`src/rtl/adc_launch_pkg.sv`:
```
package adc_launch_pkg;

   // Trigger polarity selection, taken from a single select bit.
   typedef enum logic {
      EDGE_RISE = 1'b0,
      EDGE_FALL = 1'b1
   } edge_pol_e;

   // Launch policy applied by the arbiter in a given cycle.
   typedef enum logic [1:0] {
      POLICY_SPLIT  = 2'b00,
      POLICY_GANGED = 2'b01,
      POLICY_BLOCK  = 2'b10
   } launch_policy_e;

endpackage

```
`src/rtl/adc_trig_edge.sv`:
```
module adc_trig_edge
   import adc_launch_pkg::*;
#(
   parameter int unsigned SYNC_STAGES = 2
) (
   input  logic clk,
   input  logic rst_n,
   input  logic trig_i,
   input  logic fall_sel_i,
   output logic edge_o
);

   generate
      if (SYNC_STAGES < 2) begin : g_bad_depth
         $error("adc_trig_edge: SYNC_STAGES must be at least 2");
      end
   endgenerate

   logic [SYNC_STAGES-1:0] sync_q;
   logic                   last_q;
   logic                   level;
   edge_pol_e              pol;

   always_ff @(posedge clk) begin
      if (!rst_n) begin
         sync_q <= '0;
      end else begin
         sync_q <= {sync_q[SYNC_STAGES-2:0], trig_i};
      end
   end

   assign level = sync_q[SYNC_STAGES-1];

   // Holds the previous synchronized level for transition detection
   always_ff @(posedge clk) begin
      if (!rst_n) begin
         last_q <= 1'b0;
      end else begin
         last_q <= level;
      end
   end

   assign pol = edge_pol_e'(fall_sel_i);

   always_comb begin
      unique case (pol)
         EDGE_RISE: edge_o = level & ~last_q;
         EDGE_FALL: edge_o = ~level & last_q;
         default:   edge_o = 1'b0;
      endcase
   end

endmodule

```
`src/rtl/adc_cfg_match.sv`:
```
module adc_cfg_match #(
   parameter int unsigned NUM_CONV = 2,
   parameter int unsigned MODE_W   = 2,
   parameter int unsigned CNT_W    = 3,
   parameter int unsigned CONT_BIT = 0
) (
   input  logic                       dual_en_i,
   input  logic [NUM_CONV*MODE_W-1:0] mode_i,
   input  logic [NUM_CONV*CNT_W-1:0]  cnt_i,
   output logic                       err_o
);

   generate
      if (CONT_BIT >= MODE_W) begin : g_bad_bit
         $error("adc_cfg_match: CONT_BIT outside the mode field");
      end
   endgenerate

   logic [NUM_CONV-1:0] mode_diff;
   logic [NUM_CONV-1:0] cnt_diff;
   logic [MODE_W-1:0]   ref_mode;
   logic [CNT_W-1:0]    ref_cnt;
   logic                continuous;

   assign ref_mode   = mode_i[MODE_W-1:0];
   assign ref_cnt    = cnt_i[CNT_W-1:0];
   assign continuous = ref_mode[CONT_BIT];

   // Compare every converter against converter 0
   genvar c;
   generate
      for (c = 0; c < NUM_CONV; c++) begin : g_cmp
         if (c == 0) begin : g_ref
            assign mode_diff[c] = 1'b0;
            assign cnt_diff[c]  = 1'b0;
         end else begin : g_other
            assign mode_diff[c] = (mode_i[c*MODE_W +: MODE_W] != ref_mode);
            assign cnt_diff[c]  = (cnt_i[c*CNT_W +: CNT_W] != ref_cnt);
         end
      end
   endgenerate

   assign err_o = dual_en_i & ((|mode_diff) | (continuous & (|cnt_diff)));

endmodule

```
`src/rtl/adc_launch_arb.sv`:
```
module adc_launch_arb
   import adc_launch_pkg::*;
#(
   parameter int unsigned NUM_CONV = 2
) (
   input  logic                dual_en_i,
   input  logic                cfg_err_i,
   input  logic [NUM_CONV-1:0] req_i,
   input  logic [NUM_CONV-1:0] free_i,
   output logic [NUM_CONV-1:0] launch_o
);

   launch_policy_e policy;
   logic           any_req;
   logic           all_free;

   assign any_req  = |req_i;
   assign all_free = &free_i;

   always_comb begin
      if (!dual_en_i)      policy = POLICY_SPLIT;
      else if (cfg_err_i)  policy = POLICY_BLOCK;
      else                 policy = POLICY_GANGED;
   end

   always_comb begin
      unique case (policy)
         POLICY_SPLIT:  launch_o = req_i & free_i;
         POLICY_GANGED: launch_o = (any_req && all_free) ? '1 : '0;
         default:       launch_o = '0;
      endcase
   end

endmodule

```
`src/rtl/adc_conv_lock.sv`:
```
module adc_conv_lock (
   input  logic clk,
   input  logic rst_n,
   input  logic launch_i,
   input  logic done_i,
   output logic free_o,
   output logic start_o,
   output logic busy_o
);

   logic start_q;
   logic busy_q;

   // A done in this cycle releases the lock for a request in the same cycle
   assign free_o = ~busy_q | done_i;

   always_ff @(posedge clk) begin
      if (!rst_n) begin
         start_q <= 1'b0;
         busy_q  <= 1'b0;
      end else begin
         start_q <= launch_i;
         if (launch_i)    busy_q <= 1'b1;
         else if (done_i) busy_q <= 1'b0;
      end
   end

   assign start_o = start_q;
   assign busy_o  = busy_q;

endmodule

```
`src/rtl/adc_launch_ctrl.sv`:
```
module adc_launch_ctrl #(
   parameter int unsigned NUM_CONV    = 2,
   parameter int unsigned SYNC_STAGES = 2,
   parameter int unsigned MODE_W      = 2,
   parameter int unsigned CNT_W       = 3,
   parameter int unsigned CONT_BIT    = 0
) (
   input  logic                       clk,
   input  logic                       rst_n,
   input  logic                       ext_trig_i,
   input  logic                       edge_fall_i,
   input  logic [NUM_CONV-1:0]        edge_en_i,
   input  logic [NUM_CONV-1:0]        sw_start_i,
   input  logic                       dual_en_i,
   input  logic [NUM_CONV*MODE_W-1:0] mode_i,
   input  logic [NUM_CONV*CNT_W-1:0]  chan_cnt_i,
   input  logic [NUM_CONV-1:0]        done_i,
   output logic [NUM_CONV-1:0]        start_o,
   output logic [NUM_CONV-1:0]        busy_o,
   output logic                       cfg_err_o
);

   generate
      if (NUM_CONV < 2) begin : g_bad_count
         $error("adc_launch_ctrl: NUM_CONV must be at least 2");
      end
   endgenerate

   logic                pin_edge;
   logic                cfg_err;
   logic [NUM_CONV-1:0] req;
   logic [NUM_CONV-1:0] free;
   logic [NUM_CONV-1:0] launch;

   adc_trig_edge #(
      .SYNC_STAGES (SYNC_STAGES)
   ) edge_i (
      .clk        (clk),
      .rst_n      (rst_n),
      .trig_i     (ext_trig_i),
      .fall_sel_i (edge_fall_i),
      .edge_o     (pin_edge)
   );

   adc_cfg_match #(
      .NUM_CONV (NUM_CONV),
      .MODE_W   (MODE_W),
      .CNT_W    (CNT_W),
      .CONT_BIT (CONT_BIT)
   ) cfg_i (
      .dual_en_i (dual_en_i),
      .mode_i    (mode_i),
      .cnt_i     (chan_cnt_i),
      .err_o     (cfg_err)
   );

   assign req = ({NUM_CONV{pin_edge}} & edge_en_i) | sw_start_i;

   adc_launch_arb #(
      .NUM_CONV (NUM_CONV)
   ) arb_i (
      .dual_en_i (dual_en_i),
      .cfg_err_i (cfg_err),
      .req_i     (req),
      .free_i    (free),
      .launch_o  (launch)
   );

   genvar c;
   generate
      for (c = 0; c < NUM_CONV; c++) begin : g_conv
         adc_conv_lock lock_i (
            .clk      (clk),
            .rst_n    (rst_n),
            .launch_i (launch[c]),
            .done_i   (done_i[c]),
            .free_o   (free[c]),
            .start_o  (start_o[c]),
            .busy_o   (busy_o[c])
         );
      end
   endgenerate

   assign cfg_err_o = cfg_err;

endmodule

```
`config.mk`:
```
export PLATFORM = sky130hd
export DESIGN_NAME = adc_launch_ctrl
export DESIGN_NICKNAME = d
export VERILOG_FILES = /design/src/rtl/adc_launch_pkg.sv /design/src/rtl/adc_trig_edge.sv /design/src/rtl/adc_cfg_match.sv /design/src/rtl/adc_launch_arb.sv /design/src/rtl/adc_conv_lock.sv /design/src/rtl/adc_launch_ctrl.sv
export SDC_FILE = /design/constraint.sdc
export NUM_CORES = 1
export LEC_CHECK = 0
export ABC_AREA = 0
export CAP_MARGIN = 20
export CELL_PAD_IN_SITES_DETAIL_PLACEMENT = 0
export CELL_PAD_IN_SITES_GLOBAL_PLACEMENT = 1
export CORE_MARGIN = 2
export CORE_UTILIZATION = 24
export DETAILED_ROUTE_END_ITERATION = 16
export PLACE_DENSITY_LB_ADDON = 0.1
export SLEW_MARGIN = 10
export SYNTH_ARGS = -nofsm -noshare
export SYNTH_HDL_FRONTEND = slang
export SYNTH_SLANG_ARGS = --single-unit
```
`constraint.sdc`:
```
create_clock -name clk -period 1.5 [get_ports clk]
set_clock_uncertainty 0.15 [all_clocks]
set_input_delay 0.375 -clock clk [delete_from_list [all_inputs] [get_ports clk]]
set_output_delay 0.375 -clock clk [all_outputs]
set_load 0.02 [all_outputs]
```
==> results.md <==
* Critical Path AT at 1.10 ns
* Final hold viol count at 0
* Worst endpoint required time at 0.97 ns
* Area delta synth->final at 87.43%
* Setup violators final at 1
* Ys Warns at 0
* Core Area at 0.001708 mm^2
* Routed len/inst at 10.51 um
* Residual DRC at 0
* Clock share of power at 31.1%
* # diodes at 0
* #FFs+latches synth at 7
* First-pass GRT wire length at 1.587 mm
* Yosys cell types at 21
* Post-Syn Area per Cell at 9.951 um^2
* Type of origin of the critical path: input port
* Final worst setup slack at -0.1252 ns
* Least-Margin Pin Slew at 0.3791 ns
* Clock Tree Root: clkbuf_4
* Clock Path Buffers at 2
* Critical-path maximum fanout at 2
* Final worst-path cycle share at 108.3%
* Worst Setup End Kind: output port
* # port buffers at 25
* Final core utilization at 46.96%
* Failing checks: setup timing
* Hpwl dp at 838.2 um
* Post-DRT Antenna Nets at 0
* Register area share after synthesis at 32.75%
* Grt ovf at 0
* Initial antenna violation count at 0
* Worst hold path type: flop to flop
* Crit path time final at 1.625 ns
* Slew Limit Fails at 0
* Largest net degree at the start of global routing at 8
* Drt pass-1 iters at 3
* Avg Vias per Cell at 4.228
* Num rows at 15
* WL final at 1.062 mm
* Final #Nets at 98
* Clk sinks at 7
* Cts bufs inserted at 3
* VDD IR-drop max at 0.0005043 V
* Design Power at 534.7 uW
* # IOs at 26
* DRT iter0 DRCs at 2
* Sw frac at 25.48%
* P_int at 398.5 uW
* Syn_nets at 64
* Gr usage total at 10.78%
* PwrDens at 666.7 mW/mm^2
* # H-tree levels at 1
* Slew margin rel. at 74.72%
* Worst-skew pair later-pin latency at 0.25 ns
* Sequential power share at 38.1%
* Post-Place Setup Slack at -0.9071 ns
* Setup TNS Final at -0.1252 ns
* Synthesized area at 427.9 um^2
* Leak at 0.3975 nW
* RSZ-0062 raised after global routing: true
* Cells after Synth at 43
* Vias at 427
* Die area at 0.002137 mm^2
* Die Ht at 46.23 um
* Status: finished, violations left
* Combinational fraction of design power at 30.8%
* Worst Setup SP: chan_cnt_i[0]
* CTS tree: done
* Number of global-route vias before repair at 405
* Switching power at 136.2 uW
* Crit Path Class: input port to output port
* Min-delay src: edge_i.sync_q[0]
* CTS Hold Buffers Added at 0
* Share of layout cells above drive strength 1 at 52.63%
* # Max-Cap Violations at 0
* Die width at 46.23 um
* Starting density of the core at 25.05%
* Routability cong. at 0.6949
* Reg2reg start: edge_i.sync_q[1]
* FMAX at 615.3 MHz
* CTS clock-pin slew for the worst setup and hold paths at 0.05 ns
[power by group through the flow]
stage	logic [mW]	registers, mW	clock network, mW
2_1_floorplan	0.0735	0.204	0
3_3_place_gp	0.162	0.205	0
3_5_place_dp	0.162	0.205	0
4_1_cts	0.169	0.203	0.174
5_1_grt	0.178	0.204	0.190
6_report	0.165	0.204	0.166
[per-stage QoR]
step | hold slack, ns | cells | area (um^2)
after detailed placement | 0.2715 | 95 | 733.2
final | 0.2841 | 101 | 802.0
after global routing | 0.3111 | 101 | 802.0
after floorplan | 0.2618 | 43 | 436.7
after CTS | 0.2831 | 102 | 797.0
after global placement | 0.2650 | 95 | 733.2
[worst max-delay path: stages]
cell	delay, ns
buf_6	0.10
xnor2_2	0.15
a41oi_2	0.14
o21a_2	0.22
buf_6	0.12
[logic make-up (layout without fill, tap and decap cells)]
logic type | after synthesis | count (layout) | synth area share, %
compound gates | 12 | 12 | 28.37
flops | 7 | 7 | 32.75
buf+inv | 6 | 39 | 8.773
simple gates | 14 | 14 | 21.93
xor+xnor | 4 | 4 | 8.189
[Yosys cell counts]
library cell / n / share of area (%)
a2111oi_4: 1 / 6.4
a21o_2: 2 / 4.1
a31o_1: 2 / 4.1
a41oi_1: 1 / 2.0
and2_1: 3 / 4.4
and2_2: 1 / 1.8
and3b_2: 1 / 2.3
buf_4: 4 / 7.0
dfxtp_1: 7 / 33
inv_1: 2 / 1.8
nand2b_1: 2 / 2.9
nand4_1: 1 / 1.5
nor2_1: 3 / 2.6
nor3b_2: 1 / 2.9
o21a_1: 1 / 1.8
o221ai_1: 2 / 4.1
o22ai_1: 2 / 2.9
o22ai_2: 1 / 2.9
or2b_1: 2 / 3.5
xnor2_1: 3 / 6.1
xor2_1: 1 / 2.0
[final timing paths]
check,to,slack (ns),cells past startpoint
hold / removal,edge_i.sync_q[1],0.28,1
hold reg to reg,edge_i.sync_q[1],0.28,1
setup / recovery,cfg_err_o,-0.13,5
setup reg to reg,g_conv[1].lock_i.start_o,0.07,4
[cell type report]
cell class | instances | area (um^2)
well taps | 25 | 31.28
repair buffers | 33 | 287.8
inverters | 2 | 7.507
flip-flops and latches | 7 | 142.6
clock buffers | 4 | 26.28
fillers | 186 | 905.9
multi-input cells | 30 | 306.5
[state kept, by name, summed over array words and instances, names as in the netlist]
| name | count |
|---|---|
| edge_i.sync_q | 2 |
| g_conv.lock_i.busy_o | 2 |
| g_conv.lock_i.start_o | 2 |
| edge_i.last_q | 1 |
[layer usage]
| metal | wire length [um] | track usage, % | share of wire (%) | vias up |
|---|---|---|---|---|
| met1 | 423 | 11.24 | 40 | 198 |
| met5 | 0 | 0 | 0 | - |
| met4 | 0 | 0 | 0 | 0 |
| met3 | 44 | 7.059 | 4.1 | 0 |
| li1 | - | - | - | 219 |
| met2 | 594 | 19.17 | 56 | 10 |
[timing repair]
| item | 4_1_cts | 5_1_grt |
|---|---|---|
| endpoints found under the setup margin | 9 | 7 |
| setup buffers | 3 | 1 |
| gates resized for setup | 58 | 13 |
| pin swaps | 10 | 6 |
[cells in the final DEF (no fill, tap or decap), drive strengths merged, types with 2 or more instances in the layout]
cell type / netlist / final
dfxtp: 7 / 7
or2b: 2 / 2
o221ai: 2 / 2
inv: 2 / 2
nand2b: 2 / 2
xnor2: 3 / 3
clkbuf: 0 / 7
and2: 4 / 4
o22ai: 3 / 3
buf: 4 / 17
a21o: 2 / 2
a31o: 2 / 2
clkdlybuf4s15: 0 / 2
dlymetal6s2s: 0 / 4
nor2: 3 / 3
dlygate4sd2: 0 / 6
No activity file was read; power rests on OpenSTA's default activity.
